<file path="src/rtl/idx_reg_bridge_pkg.sv">
package idx_reg_bridge_pkg;
  localparam int BYTE_W = 8;
  localparam int NBYTES = 2;
  localparam int WORD_W = BYTE_W * NBYTES;
  localparam int ADDR_W = 3;

  localparam int OFF_WHOLD = 0;
  localparam int OFF_RHOLD = NBYTES;
  localparam int OFF_CTRL  = 2 * NBYTES;
  localparam int OFF_CMD   = 2 * NBYTES + 1;

  localparam int CTRL_SEL_BIT  = 0;
  localparam int CTRL_RD_BIT   = 1;
  localparam int CTRL_RSTN_BIT = 3;
  localparam int STAT_IRQN_BIT = 4;
  localparam int STAT_BUSY_BIT = 5;

  typedef struct packed {
    logic rst_n;
    logic rd;
    logic sel_addr;
  } ctrl_t;
endpackage

</file>
<file path="src/rtl/idx_reg_host_regs.sv">
module idx_reg_host_regs
  import idx_reg_bridge_pkg::*;
(
  input  logic                clk,
  input  logic                rst,
  input  logic                we,
  input  logic [ADDR_W-1:0]   addr,
  input  logic [BYTE_W-1:0]   wdata,
  output logic [WORD_W-1:0]   wr_hold,
  output ctrl_t               ctrl,
  output logic                cmd_pulse
);
  for (genvar i = 0; i < NBYTES; i++) begin : g_lane
    always_ff @(posedge clk) begin
      if (rst) wr_hold[i*BYTE_W +: BYTE_W] <= '0;
      else if (we && addr == ADDR_W'(OFF_WHOLD + i))
        wr_hold[i*BYTE_W +: BYTE_W] <= wdata;
    end
  end

  always_ff @(posedge clk) begin
    if (rst) ctrl <= '0;
    else if (we && addr == ADDR_W'(OFF_CTRL)) begin
      ctrl.rst_n    <= wdata[CTRL_RSTN_BIT];
      ctrl.rd       <= wdata[CTRL_RD_BIT];
      ctrl.sel_addr <= wdata[CTRL_SEL_BIT];
    end
  end

  assign cmd_pulse = we && (addr == ADDR_W'(OFF_CMD));
endmodule

</file>
<file path="src/rtl/idx_reg_xfer_engine.sv">
module idx_reg_xfer_engine
  import idx_reg_bridge_pkg::*;
(
  input  logic              clk,
  input  logic              rst,
  input  logic              start,
  input  logic              start_rd,
  input  logic              start_sel,
  input  logic [WORD_W-1:0] start_wdata,
  input  logic              ack,
  input  logic [WORD_W-1:0] ack_rdata,
  output logic              busy,
  output logic              req_rd,
  output logic              req_sel,
  output logic [WORD_W-1:0] req_wdata,
  output logic [WORD_W-1:0] rd_hold
);
  always_ff @(posedge clk) begin
    if (rst) begin
      busy      <= 1'b0;
      req_rd    <= 1'b0;
      req_sel   <= 1'b0;
      req_wdata <= '0;
      rd_hold   <= '0;
    end else if (!busy) begin
      if (start) begin
        busy      <= 1'b1;
        req_rd    <= start_rd;
        req_sel   <= start_sel;
        req_wdata <= start_wdata;
      end
    end else if (ack) begin
      busy <= 1'b0;
      if (req_rd) rd_hold <= ack_rdata;
    end
  end

  assert_start_R3: assert property (@(posedge clk) disable iff (rst)
    (start && !busy) |=> (busy && req_rd == $past(start_rd) && req_wdata == $past(start_wdata)));
  assert_done_R4: assert property (@(posedge clk) disable iff (rst)
    (busy && ack) |=> !busy);
  assert_hold_R10: assert property (@(posedge clk) disable iff (rst)
    (busy && !ack) |=> (busy && $stable(req_rd) && $stable(req_sel) && $stable(req_wdata)));
  assert_ignore_R5: assert property (@(posedge clk) disable iff (rst)
    (busy && start && !ack) |=> $stable(req_wdata));
  assert_capture_R6: assert property (@(posedge clk) disable iff (rst)
    (busy && ack && req_rd) |=> (rd_hold == $past(ack_rdata)));
  assert_keep_R7: assert property (@(posedge clk) disable iff (rst)
    !(busy && ack && req_rd) |=> $stable(rd_hold));
endmodule

</file>
<file path="src/rtl/idx_reg_bridge.sv">
module idx_reg_bridge
  import idx_reg_bridge_pkg::*;
(
  input  logic              clk,
  input  logic              rst,
  input  logic              host_we,
  input  logic [2:0]        host_addr,
  input  logic [7:0]        host_wdata,
  output logic [7:0]        host_rdata,
  output logic              ctl_req,
  output logic              ctl_rd,
  output logic              ctl_sel_addr,
  output logic [15:0]       ctl_wdata,
  input  logic [15:0]       ctl_rdata,
  input  logic              ctl_ack,
  input  logic              ctl_irq,
  output logic              ctl_rst_n
);
  logic [WORD_W-1:0] wr_hold, rd_hold;
  ctrl_t             ctrl;
  logic              cmd_pulse, busy;
  logic [BYTE_W-1:0] rd_next;

  idx_reg_host_regs u_regs (
    .clk(clk), .rst(rst), .we(host_we), .addr(host_addr), .wdata(host_wdata),
    .wr_hold(wr_hold), .ctrl(ctrl), .cmd_pulse(cmd_pulse)
  );

  idx_reg_xfer_engine u_eng (
    .clk(clk), .rst(rst), .start(cmd_pulse),
    .start_rd(ctrl.rd), .start_sel(ctrl.sel_addr), .start_wdata(wr_hold),
    .ack(ctl_ack), .ack_rdata(ctl_rdata),
    .busy(busy), .req_rd(ctl_rd), .req_sel(ctl_sel_addr),
    .req_wdata(ctl_wdata), .rd_hold(rd_hold)
  );

  assign ctl_req   = busy;
  assign ctl_rst_n = ctrl.rst_n;

  always_comb begin
    rd_next = '0;
    for (int i = 0; i < NBYTES; i++)
      if (host_addr == ADDR_W'(OFF_RHOLD + i)) rd_next = rd_hold[i*BYTE_W +: BYTE_W];
    if (host_addr == ADDR_W'(OFF_CTRL)) begin
      rd_next[STAT_BUSY_BIT] = busy;
      rd_next[STAT_IRQN_BIT] = ~ctl_irq;
    end
  end

  always_ff @(posedge clk) begin
    if (rst) host_rdata <= '0;
    else     host_rdata <= rd_next;
  end

  assert_rstpin_R2: assert property (@(posedge clk) disable iff (rst)
    (host_we && host_addr == 3'(OFF_CTRL)) |=> (ctl_rst_n == $past(host_wdata[CTRL_RSTN_BIT])));
  assert_irqn_R8: assert property (@(posedge clk) disable iff (rst)
    (host_addr == 3'(OFF_CTRL)) |=> (host_rdata[STAT_IRQN_BIT] == !$past(ctl_irq)));
  assert_busybit_R4: assert property (@(posedge clk) disable iff (rst)
    (host_addr == 3'(OFF_CTRL)) |=> (host_rdata[STAT_BUSY_BIT] == $past(ctl_req)));
endmodule

</file>
<file path="config.mk">
export PLATFORM = sky130hd
export DESIGN_NAME = idx_reg_bridge
export DESIGN_NICKNAME = d
export VERILOG_FILES = /design/src/rtl/idx_reg_bridge_pkg.sv /design/src/rtl/idx_reg_host_regs.sv /design/src/rtl/idx_reg_xfer_engine.sv /design/src/rtl/idx_reg_bridge.sv
export SDC_FILE = /design/constraint.sdc
export NUM_CORES = 1
export LEC_CHECK = 0
export ABC_AREA = 1
export BUFFER_PORTS_ARGS = -buffer_cell sky130_fd_sc_hd__buf_2
export CORE_MARGIN = 8
export CORE_UTILIZATION = 50
export DETAILED_ROUTE_END_ITERATION = 8
export GPL_ROUTABILITY_DRIVEN = 0
export PLACE_DENSITY = 0.81
export SYNTH_ARGS = -nofsm -noshare
export SYNTH_HDL_FRONTEND = slang
export SYNTH_SLANG_ARGS = --single-unit
</file>
<file path="constraint.sdc">
create_clock -name clk -period 1.4 [get_ports clk]
set_input_delay 0.28 -clock clk [delete_from_list [all_inputs] [get_ports clk]]
set_output_delay 0.28 -clock clk [all_outputs]
set_load 0.005 [all_outputs]
</file>
== After elaboration in Yosys (flattened, before gate mapping) ==
Cells that the tools add are included.
Word-level totals
  bits in registers: 62
  input port bits: 32
  output and inout port bits: 28
  word-level logic and storage cells: 31
Cells by class
  equal/unequal tests: 5
  mux-type cells: 6
  bitwise gates (word level): 2
  reductions and logical operators: 7
Operators by type and width (count)
  8-bit two-way mux: 2
  3-bit by 2-bit == test with 1-bit output (second input constant): 2
  3-bit == test (second input constant): 2
  1-bit logical AND: 4
  3-bit by 1-bit == test with 1-bit output (second input constant): 1
  3-bit zero test: 1
  1-bit two-way mux: 3
  3-bit AND reduction: 1
  2-bit two-way mux: 1
  1-bit NOT: 2
  2-bit AND reduction: 1

== Depth between registers and ports, before layout ==
Gate-level depths: netlist of the first run.
  depth after elaboration: 4
  mapped depth: 7
  mapped depth without buffers: 6

== Modules after synthesis ==
Synthesis of the first run repeated with hierarchy kept, for this count alone.
Second synthesis, totals
  cell total of the unflattened synthesis: 394
  area, all modules: 2711.4 µm²
Modules (own cells, without submodules)
  idx_reg_xfer_engine: times used 1, cells each 221, area an instance 1470.2 µm², seq. area each 700.7 µm²
  idx_reg_host_regs: times used 1, cells each 123, area an instance 855.8 µm², seq. area each 380.4 µm²
  idx_reg_bridge: times used 1, cells each 50, area an instance 385.4 µm², seq. area each 160.2 µm²

== Worst setup path before layout of the first run ==
No wires, ideal clock.
  path type: register -> register
  start point: reg u_eng.busy
  end point: reg u_eng.rd_hold[0]
  setup time: 0.128 ns
  arrival: 0.957 ns
  data required time: 1.272 ns
  path slack: 0.315 ns
  cell stages (with the launch flop): 5
  buffers on the path: 1
  clock period less this slack: 1.085 ns
  cell sequence: dfxtp_1 -> nand3_1 -> clkbuf_1 -> o21ai_1 -> a21oi_1
On the way
  cells in the longest elaborated chain, start to end: 1
RTL lines
  from (decl): RTL line idx_reg_xfer_engine.sv:12  | output logic busy,
  from (signal assigned): RTL line idx_reg_xfer_engine.sv:20  | busy <= 1'b0;
  from (signal assigned): RTL line idx_reg_xfer_engine.sv:27  | busy <= 1'b1;
  from (signal assigned): RTL line idx_reg_xfer_engine.sv:33  | busy <= 1'b0;
  3-bit AND reduction (no line)
  to (signal assigned): RTL line idx_reg_xfer_engine.sv:34  | if (req_rd) rd_hold <= ack_rdata;
  to (decl): RTL line idx_reg_xfer_engine.sv:16  | output logic [WORD_W-1:0] rd_hold
Every way passes these cells.
A chain may end at the register's enable or synchronous reset.

== Worst setup path after layout of the first run ==
  start point: reg u_eng.busy
  end point: out ctl_req
RTL lines
  to (decl): RTL line idx_reg_bridge.sv:10  | output logic ctl_req,
No word-level cell between the ends.

==> results.tsv, run 1 <==
metric	value	unit
outcome	completed	
Synth warnings	0	
most frequent cells in the layout	62 x dfxtp_1, 59 x buf_2, 56 x nor2_1	
actual slew at the worst max-slew pin	0.298	ns
Fin. Hold Viols	0	
Critical Path End	ctl_req	
area leader, netlist	dfxtp_1	
Clock Latency Late Sink	0.34	ns
Worst Path Buf+Inv	1	
Final #Nets	424	
fmax	803	MHz
Mapped Avg Cell Area	7.41	µm²
Crit Path Max Fanout	6	
# diodes	0	
Crit Path Class	flop to primary output	
Layout area overhead	24.5	%
root buffer cell	clkbuf_8	
# hold bufs at CTS	0	
RSZ-0062 raised after global routing	false	
Mapped Nets	362	
part of the cycle the worst path needs	0.889	
post-layout min period	1.24	ns
die area	7390	µm²
# setup viols final	0	
register-to-register setup slack	0.23	ns
Remaining DRCs	0	
R2R depth	4	
HP Start	ctl_rdata[13]	
critical path capture point type	primary output	
I/O Buffers	59	
arrival time at the worst endpoint	0.96	ns
Mapped Cells	330	
DRT Pass-1 Iters	4	
crit path launch type	flop	
CTS clk-pin slew, worst paths	0.07	ns
Detail Route Antenna Nets	0	
Netlist cell types	20	
GRT Overall Usage	0.155	
Chip Width	85.9	µm
Slew Limit Fails	0	
total wire length	5.36	mm
Netlist Area Pre-Place	2450	µm²
Largest delay share family, worst path	flip-flops	
CTS tree	done	
critical path cell sequence	buf_2	
Via density	4.71	
WL/cell	11.6	µm
PwrDens	1160	nW/µm²
setup TNS	0	ns
max-cap check violation count	0	
Post-CTS Setup Inserts	0	
Num CTS Buffers	9	
synthesized flop and latch total	62	
capturing point of the worst reg2reg path	u_eng.rd_hold[6]	
CTS sink count	62	
fill count	447	
top post-synthesis cells by area	dfxtp_1 51%, nor2_1 8.6%, a21oi_1 7.0%, nand2_1 6.8%, nand3_1 6.8%	
Crit path depth	1	
Clock Path Buffers	2	
cts repair resizes	0	
vias in the first global route	2039	
largest net degree at the start of global routing	33	
io pins	60	
proportion of layout cells with a drive suffix above 1	0.229	
worst hold path class	input port to flop	
Core Rows	25	
clk_skew	0.00719	ns
core area	4720	µm²
worst r2r src	u_eng.busy	
post-synth top area share	0.507	
Total Power	3540	µW
Max-slew headroom	0.801	
Lkg Pwr	0.00128	µW
via count	2187	
initial antenna violation count	0	
first-pass GRT wire length	8.98	mm
Max VDD drop	1060	µV
register area share after synthesis	0.507	
commonest non-fill, non-tap cell in the layout	dfxtp_1	
Post-DP HPWL	3.89	mm
DIE HEIGHT	85.9	µm
Initial Util	0.518	
H-tree lvl count	3	
CP max stage cell	dfxtp_1	
grt total ovfl	0	
critical path launch point	u_eng.busy	
Iteration-0 DRC Markers	113	
Critical Path RT	1.12	ns
CP max stage delay	0.46	ns
[power by group]
group          leakage, µW  switching [µW]  internal [µW]  total, µW
Sequential        0.000502            16.4           1800       1820
Combinational     0.000688             167            121        288
Clock            0.0000954             654            781       1440
[Yosys cell counts]
library cell / number
a21oi_1: 34
buf_2: 2
buf_4: 5
buf_6: 1
clkbuf_1: 8
clkinv_1: 1
clkinv_2: 1
dfxtp_1: 62
inv_1: 40
inv_2: 3
nand2_1: 44
nand2_2: 1
nand3_1: 33
nand3b_1: 1
nand4_1: 9
nor2_1: 56
nor2_2: 1
nor2_4: 3
o21ai_0: 19
o21ai_1: 6
[stage by stage]
stage	cells	setup slack [ns]	util	instance area (µm²)	hold WS, ns
after detailed placement	448	0.175	0.605	2860	0.437
after global placement	448	0.233	0.605	2860	0.434
final	464	0.155	0.645	3050	0.205
after floorplan	330	0.315	-	2450	0.423
after global routing	464	0.0694	0.645	3050	0.198
after CTS	464	0.132	0.645	3050	0.190
[cells by family after synthesis]
| group | count (synthesis) | share of synthesized area |
|---|---|---|
| AND/OR/NAND/NOR | 148 | 0.266 |
| flip-flops | 62 | 0.507 |
| buffers and inverters | 61 | 0.106 |
| AO/OA/AOI/OAI | 59 | 0.121 |
[flip-flops by register name, indices dropped and copies added (netlist names)]
| name | cells |
|---|---|
| u_eng.req_sel | 1 |
| u_eng.busy | 1 |
| host_rdata | 8 |
| u_eng.req_wdata | 16 |
| u_regs.ctrl | 3 |
| u_eng.rd_hold | 16 |
| u_regs.wr_hold | 16 |
| u_eng.req_rd | 1 |
[cell type report]
cell class              count  area, µm²  share of cell area
clock buffers              13        169              0.0555
clock inverters             3       17.5             0.00575
inverters                  45        170              0.0559
multi-input cells         207        946               0.311
flip-flops and latches     62       1240               0.408
well taps                  67       83.8              0.0275
repair buffers             67        418               0.137
[per-layer routing]
metal	part of all wire	up-vias	global-route usage
li1	-	1175	-
met1	0.45	949	0.169
met2	0.46	54	0.250
met3	0.069	9	0.0716
met4	0.018	0	0.0685
met5	0	-	0
[how the worst min path moves through the flow]
stage	slack [ns]	cells past startpoint	end
floorplan	0.42	2	u_eng.rd_hold[2]
global placement	0.43	2	u_eng.rd_hold[6]
detailed placement	0.44	2	u_eng.rd_hold[10]
CTS	0.19	3	u_eng.rd_hold[13]
global route	0.20	3	u_eng.rd_hold[13]
finish	0.20	3	u_eng.rd_hold[13]
No activity file was read; power rests on OpenSTA's default activity.
==> run 2: changes to the inputs <==
--- a/config.mk
+++ b/config.mk
@@ -11,7 +11,7 @@
 export CORE_UTILIZATION = 50
 export DETAILED_ROUTE_END_ITERATION = 8
 export GPL_ROUTABILITY_DRIVEN = 0
-export PLACE_DENSITY = 0.81
+export PLACE_DENSITY = 0.76
 export SYNTH_ARGS = -nofsm -noshare
 export SYNTH_HDL_FRONTEND = slang
 export SYNTH_SLANG_ARGS = --single-unit
==> results.tsv, run 2 (synthesized netlist as in run 1, its figures left out) <==
metric	value	unit	change
outcome	completed		unchanged
crit path launch type	flop		unchanged
via count	2208		was 2187
root buffer cell	clkbuf_8		unchanged
Iteration-0 DRC Markers	151		was 113
register area	1240	µm²	unchanged
CTS sink count	62		unchanged
Largest delay share family, worst path	flip-flops		unchanged
Layout Cells excl Fill	464		unchanged
die area	7390	µm²	unchanged
CP max stage delay	0.44	ns	was 0.46 ns
cts repair resizes	0		unchanged
setup TNS	0	ns	unchanged
Clock Latency Late Sink	0.33	ns	was 0.34 ns
fill count	442		was 447
grt total ovfl	0		unchanged
Remaining DRCs	0		unchanged
# hold bufs at CTS	0		unchanged
Max-slew headroom	0.830		was 0.801
Post-CTS Setup Inserts	0		unchanged
Critical Path RT	1.12	ns	about the same
post-layout min period	1.21	ns	was 1.24 ns
Crit Path Max Fanout	6		unchanged
Num CTS Buffers	9		unchanged
Crit Path Class	flop to primary output		unchanged
CTS tree	done		unchanged
Layout area overhead	23.5	%	was 24.5%
max-cap check violation count	0		unchanged
vias in the first global route	2120		was 2039
hold path depth	4		was 3
actual slew at the worst max-slew pin	0.255	ns	was 0.298 ns
Via density	4.76		was 4.71
# diodes	0		unchanged
first-pass GRT wire length	9.34	mm	was 8.98 mm
CTS clk-pin slew, worst paths	0.06	ns	was 0.07 ns
I/O Buffers	59		unchanged
GRT Overall Usage	0.160		was 0.155
H-tree lvl count	3		unchanged
Max VDD drop	704	µV	was 1060 µV
CP max stage cell	dfxtp_1		unchanged
Final #Nets	425		was 424
Slew Limit Fails	0		unchanged
Worst Path Buf+Inv	1		unchanged
fmax	826	MHz	was 803 MHz
Chip Width	85.9	µm	unchanged
initial antenna violation count	0		unchanged
core area	4720	µm²	unchanged
clk_skew	0.00598	ns	was 0.00719 ns
worst hold path class	input port to flop		unchanged
Clock Path Buffers	2		unchanged
proportion of layout cells with a drive suffix above 1	0.224		was 0.229
most frequent cells in the layout	62 x dfxtp_1, 59 x buf_2, 56 x nor2_1		unchanged
Core Rows	25		unchanged
smallest hold slack	0.205	ns	about the same
largest net degree at the start of global routing	45		was 33
total wire length	5.49	mm	was 5.36 mm
R2R depth	4		unchanged
# setup viols final	0		unchanged
critical path cell sequence	buf_2		unchanged
Crit path depth	1		unchanged
Initial Util	0.518		unchanged
DIE HEIGHT	85.9	µm	unchanged
RSZ-0062 raised after global routing	false		unchanged
arrival time at the worst endpoint	0.93	ns	was 0.96 ns
area of the multi-input gates	946	µm²	unchanged
Post-DP HPWL	3.96	mm	was 3.89 mm
Lkg Pwr	0.00128	µW	about the same
DRT Pass-1 Iters	4		unchanged
Regs by FF count	u_eng.rd_hold (16), u_eng.req_wdata (16), u_regs.wr_hold (16)		unchanged
commonest non-fill, non-tap cell in the layout	dfxtp_1		unchanged
part of the cycle the worst path needs	0.865		was 0.889
Detail Route Antenna Nets	0		unchanged
io pins	60		unchanged
critical path capture point type	primary output		unchanged
placed cell count	449		was 448
PwrDens	1140	nW/µm²	was 1160 nW/µm²
WL/cell	11.8	µm	was 11.6 µm
Fin. Hold Viols	0		unchanged
-- run 2: changes by cell type in the layout (fill, tap and decap cells not counted) --
cell | previous run | this run
buf_12 | 5 | 4
clkbuf_1 | 1 | 3
clkinv_2 | 3 | 2
clkinvlp_4 | 1 | 0
clkbuf_8 | 12 | 11
buf_4 | 3 | 5
-- run 2: report_power, final --
part           switching (µW)  internal (µW)  leakage, µW
sequential               16.7           1800     0.000502
combinational             167            119     0.000689
clock                     625            728    0.0000865
total                     809           2650      0.00128
-- run 2: final timing paths --
check,start,endpoint,slack (ns)
max,u_eng.busy,ctl_req,0.19
min,ctl_ack,u_eng.busy,0.20
max reg2reg,u_eng.busy,u_eng.rd_hold[12],0.19
min reg2reg,u_eng.rd_hold[7],u_eng.rd_hold[7],0.45
-- run 2: per-layer routing --
metal	GRT usage	wire [µm]
met3	0.0468	317
met2	0.267	2720
met5	0	0
met1	0.176	2340
met4	0.0908	116
-- run 2: through the flow --
stage / total power (µW) / area (µm²) / utilization / setup WS [ns]
detailed placement: 2140 / 2850 / 0.604 / 0.192
global route: 3620 / 3020 / 0.640 / 0.0869
CTS: 3480 / 3020 / 0.640 / 0.170
finish: 3460 / 3020 / 0.640 / 0.189
floorplan: 2020 / 2450 / - / 0.315
global placement: 2130 / 2850 / 0.604 / 0.235
-- run 2: layout make-up --
cell class,count,share of cell area
Clock buffer,14,0.0538
Clock inverter,1,0.00166
Inverter,45,0.0563
Multi-Input combinational cell,207,0.313
Sequential cell,62,0.411
Tap cell,67,0.0277
Timing Repair Buffer,68,0.137
==> run 3: changes to the inputs <==
--- a/config.mk
+++ b/config.mk
@@ -8,10 +8,10 @@
 export ABC_AREA = 1
 export BUFFER_PORTS_ARGS = -buffer_cell sky130_fd_sc_hd__buf_2
 export CORE_MARGIN = 8
-export CORE_UTILIZATION = 50
+export CORE_UTILIZATION = 47
 export DETAILED_ROUTE_END_ITERATION = 8
 export GPL_ROUTABILITY_DRIVEN = 0
-export PLACE_DENSITY = 0.76
+export PLACE_DENSITY = 0.75
 export SYNTH_ARGS = -nofsm -noshare
 export SYNTH_HDL_FRONTEND = slang
 export SYNTH_SLANG_ARGS = --single-unit
==> constraint.sdc (replaced) <==
create_clock -name clk -period 1.06 [get_ports clk]
set_input_delay 0.212 -clock clk [delete_from_list [all_inputs] [get_ports clk]]
set_output_delay 0.212 -clock clk [all_outputs]
set_load 0.005 [all_outputs]
==> results.tsv, run 3 (synthesized netlist as in run 1, its figures left out) <==
metric	value	unit	change
# hold bufs at CTS	0		unchanged
GR Util met1	0.165		was 0.176
actual slew at the worst max-slew pin	0.278	ns	was 0.255 ns
Slew Limit Fails	0		unchanged
io pins	60		unchanged
PwrDens	1470	nW/µm²	was 1140 nW/µm²
Crit Path Class	flop to flop		was flop to primary output
Num CTS Buffers	9		unchanged
Clock Power Share	0.384		was 0.392
share of power burned in registers	0.527		was 0.526
Design Area, Final	3100	µm²	was 3020 µm²
M2 GR Usage	0.269		was 0.267
proportion of layout cells with a drive suffix above 1	0.252		was 0.224
first-pass GRT wire length	9.34	mm	unchanged
vias in the first global route	2159		was 2120
core area	5070	µm²	was 4720 µm²
# setup viols final	3		was 0
commonest non-fill, non-tap cell in the layout	dfxtp_1		unchanged
critical path cell sequence	nand3b_1, nor2_4, buf_12, nor2_1, nor2_1		was buf_2
HP Start	ctl_ack		unchanged
CP max stage delay	0.37	ns	was 0.44 ns
Crit Path Max Fanout	18		was 6
CP most frequent cell	nor2_1		
clk_skew	0.00504	ns	was 0.00598 ns
Post-DP HPWL	4.09	mm	was 3.96 mm
Critical Path RT	1.33	ns	was 1.12 ns
Clock Path Buffers	2		unchanged
die area	7770	µm²	was 7390 µm²
R2R depth	5		was 4
fill count	496		was 442
grt total ovfl	0		unchanged
I/O Buffers	59		unchanged
Max VDD drop	851	µV	was 704 µV
RSZ-0062 raised after global routing	true		was false
worst r2r src	u_eng.busy		unchanged
GRT Overall Usage	0.156		was 0.160
GR Layer Usage met3	0.0478		was 0.0468
Remaining DRCs	0		unchanged
DRT Pass-1 Iters	4		unchanged
Iteration-0 DRC Markers	49		was 151
part of the cycle the worst path needs	1.01		
Via density	4.73		was 4.76
outcome	finished, violations left		was completed
internal cell power	3440	µW	was 2650 µW
DIE HEIGHT	88.1	µm	was 85.9 µm
Post-Place Worst Slack	-0.0588	ns	was 0.192 ns
Psw	1110	µW	was 809 µW
post-layout min period	1.07	ns	
setup TNS	-0.0302	ns	was 0 ns
most frequent cells in the layout	60 x dfxtp_1, 59 x buf_2, 55 x nor2_1		was 62 x dfxtp_1, 59 x buf_2, 56 x nor2_1
hold path depth	4		unchanged
WL/cell	11.6	µm	was 11.8 µm
Layout area overhead	26.6	%	was 23.5%
Detail Route Antenna Nets	0		unchanged
root buffer cell	clkbuf_8		unchanged
Initial Util	0.482		was 0.518
via count	2246		was 2208
# diodes	0		unchanged
Clock Latency Late Sink	0.34	ns	was 0.33 ns
register-to-register setup slack	-0.01	ns	was 0.19 ns
CTS tree	done		unchanged
initial antenna violation count	0		unchanged
CTS sink count	62		unchanged
CP max stage cell	dfxtp_4		was dfxtp_1
Regs by FF count	u_eng.rd_hold (16), u_eng.req_wdata (16), u_regs.wr_hold (16)		unchanged
Max-slew headroom	0.814		was 0.830
total wire length	5.49	mm	unchanged
Total Power	4550	µW	was 3460 µW
combinational share of power	0.089		was 0.083
largest net degree at the start of global routing	33		was 45
critical path capture point type	flop		was primary output
CTS clk-pin slew, worst paths	0.06	ns	about the same
crit path launch type	flop		unchanged
Min-Delay Endpoint	u_eng.busy		unchanged
Lkg Pwr	0.00132	µW	was 0.00128 µW
capturing point of the worst reg2reg path	u_eng.req_wdata[1]		was u_eng.rd_hold[12]
arrival time at the worst endpoint	1.35	ns	was 0.93 ns
Fin. Hold Viols	0		unchanged
max-cap check violation count	0		unchanged
Chip Width	88.1	µm	was 85.9 µm
gr busiest metal	met2		unchanged
worst hold path class	input port to flop		unchanged
failing checks	setup timing		
PnR worst setup slack	-0.0140	ns	was 0.189 ns
DP Area	2920	µm²	was 2850 µm²
fmax	931	MHz	
Core Rows	26		was 25
Final #Nets	432		was 425
Post-CTS Setup Inserts	0		unchanged
Switching Fraction	0.243		was 0.234
H-tree lvl count	3		unchanged
[run 3: cell type report]
cell class | instances | area (µm²) | area share
Tap cell | 70 | 87.6 | 0.0283
Multi-Input combinational cell | 207 | 948 | 0.306
Clock inverter | 5 | 25.0 | 0.00808
Timing Repair Buffer | 75 | 478 | 0.154
Inverter | 45 | 170 | 0.0549
Clock buffer | 11 | 141 | 0.0457
Sequential cell | 62 | 1250 | 0.402
[run 3: through the flow]
stage	hold slack [ns]	utilization	instances
floorplan	0.368	-	330
global route	0.146	0.610	475
CTS	0.121	0.609	475
finish	0.128	0.610	475
detailed placement	0.436	0.576	459
global placement	0.432	0.576	459
[run 3: power groups by stage]
stage,Sequential (µW),Combinational [µW],Clock (µW)
finish,2400,406,1750
global route,2400,460,1910
CTS,2400,408,1790
detailed placement,2450,407,0
global placement,2450,400,0
floorplan,2450,219,0
[run 3: timing repair]
action	in CTS	in global routing
pin swaps	4	0
gates resized for setup	2	6
setup endpoints to repair	18	36
[run 3: metal layers]
metal  part of all wire  wire length (µm)  vias to the layer above
li1                   -                 -                     1192
met1               0.43              2380                      979
met2               0.47              2590                       64
met3              0.073               399                       11
met4              0.021               114                        0
met5                  0                 0                        -
[run 3: critical path, delay by kind of cell (launching register included)]
kind / cells / cell delay (ns)
buffers and inverters: 1 / 0.15
and+or+nand+nor: 4 / 0.49
DFF: 1 / 0.37
[run 3: how the worst max path moves through the flow]
stage                             from                   to  slack [ns]  depth (start not counted)
after floorplan             u_eng.busy  u_eng.req_wdata[10]        0.03                          5
after global placement    host_addr[0]   u_regs.wr_hold[13]       -0.01                          7
after detailed placement  host_addr[0]   u_regs.wr_hold[10]       -0.06                          6
after CTS                   u_eng.busy   u_eng.req_wdata[1]       -0.03                          5
after global routing        u_eng.busy         u_eng.req_rd       -0.09                          5
final                       u_eng.busy   u_eng.req_wdata[1]       -0.01                          5
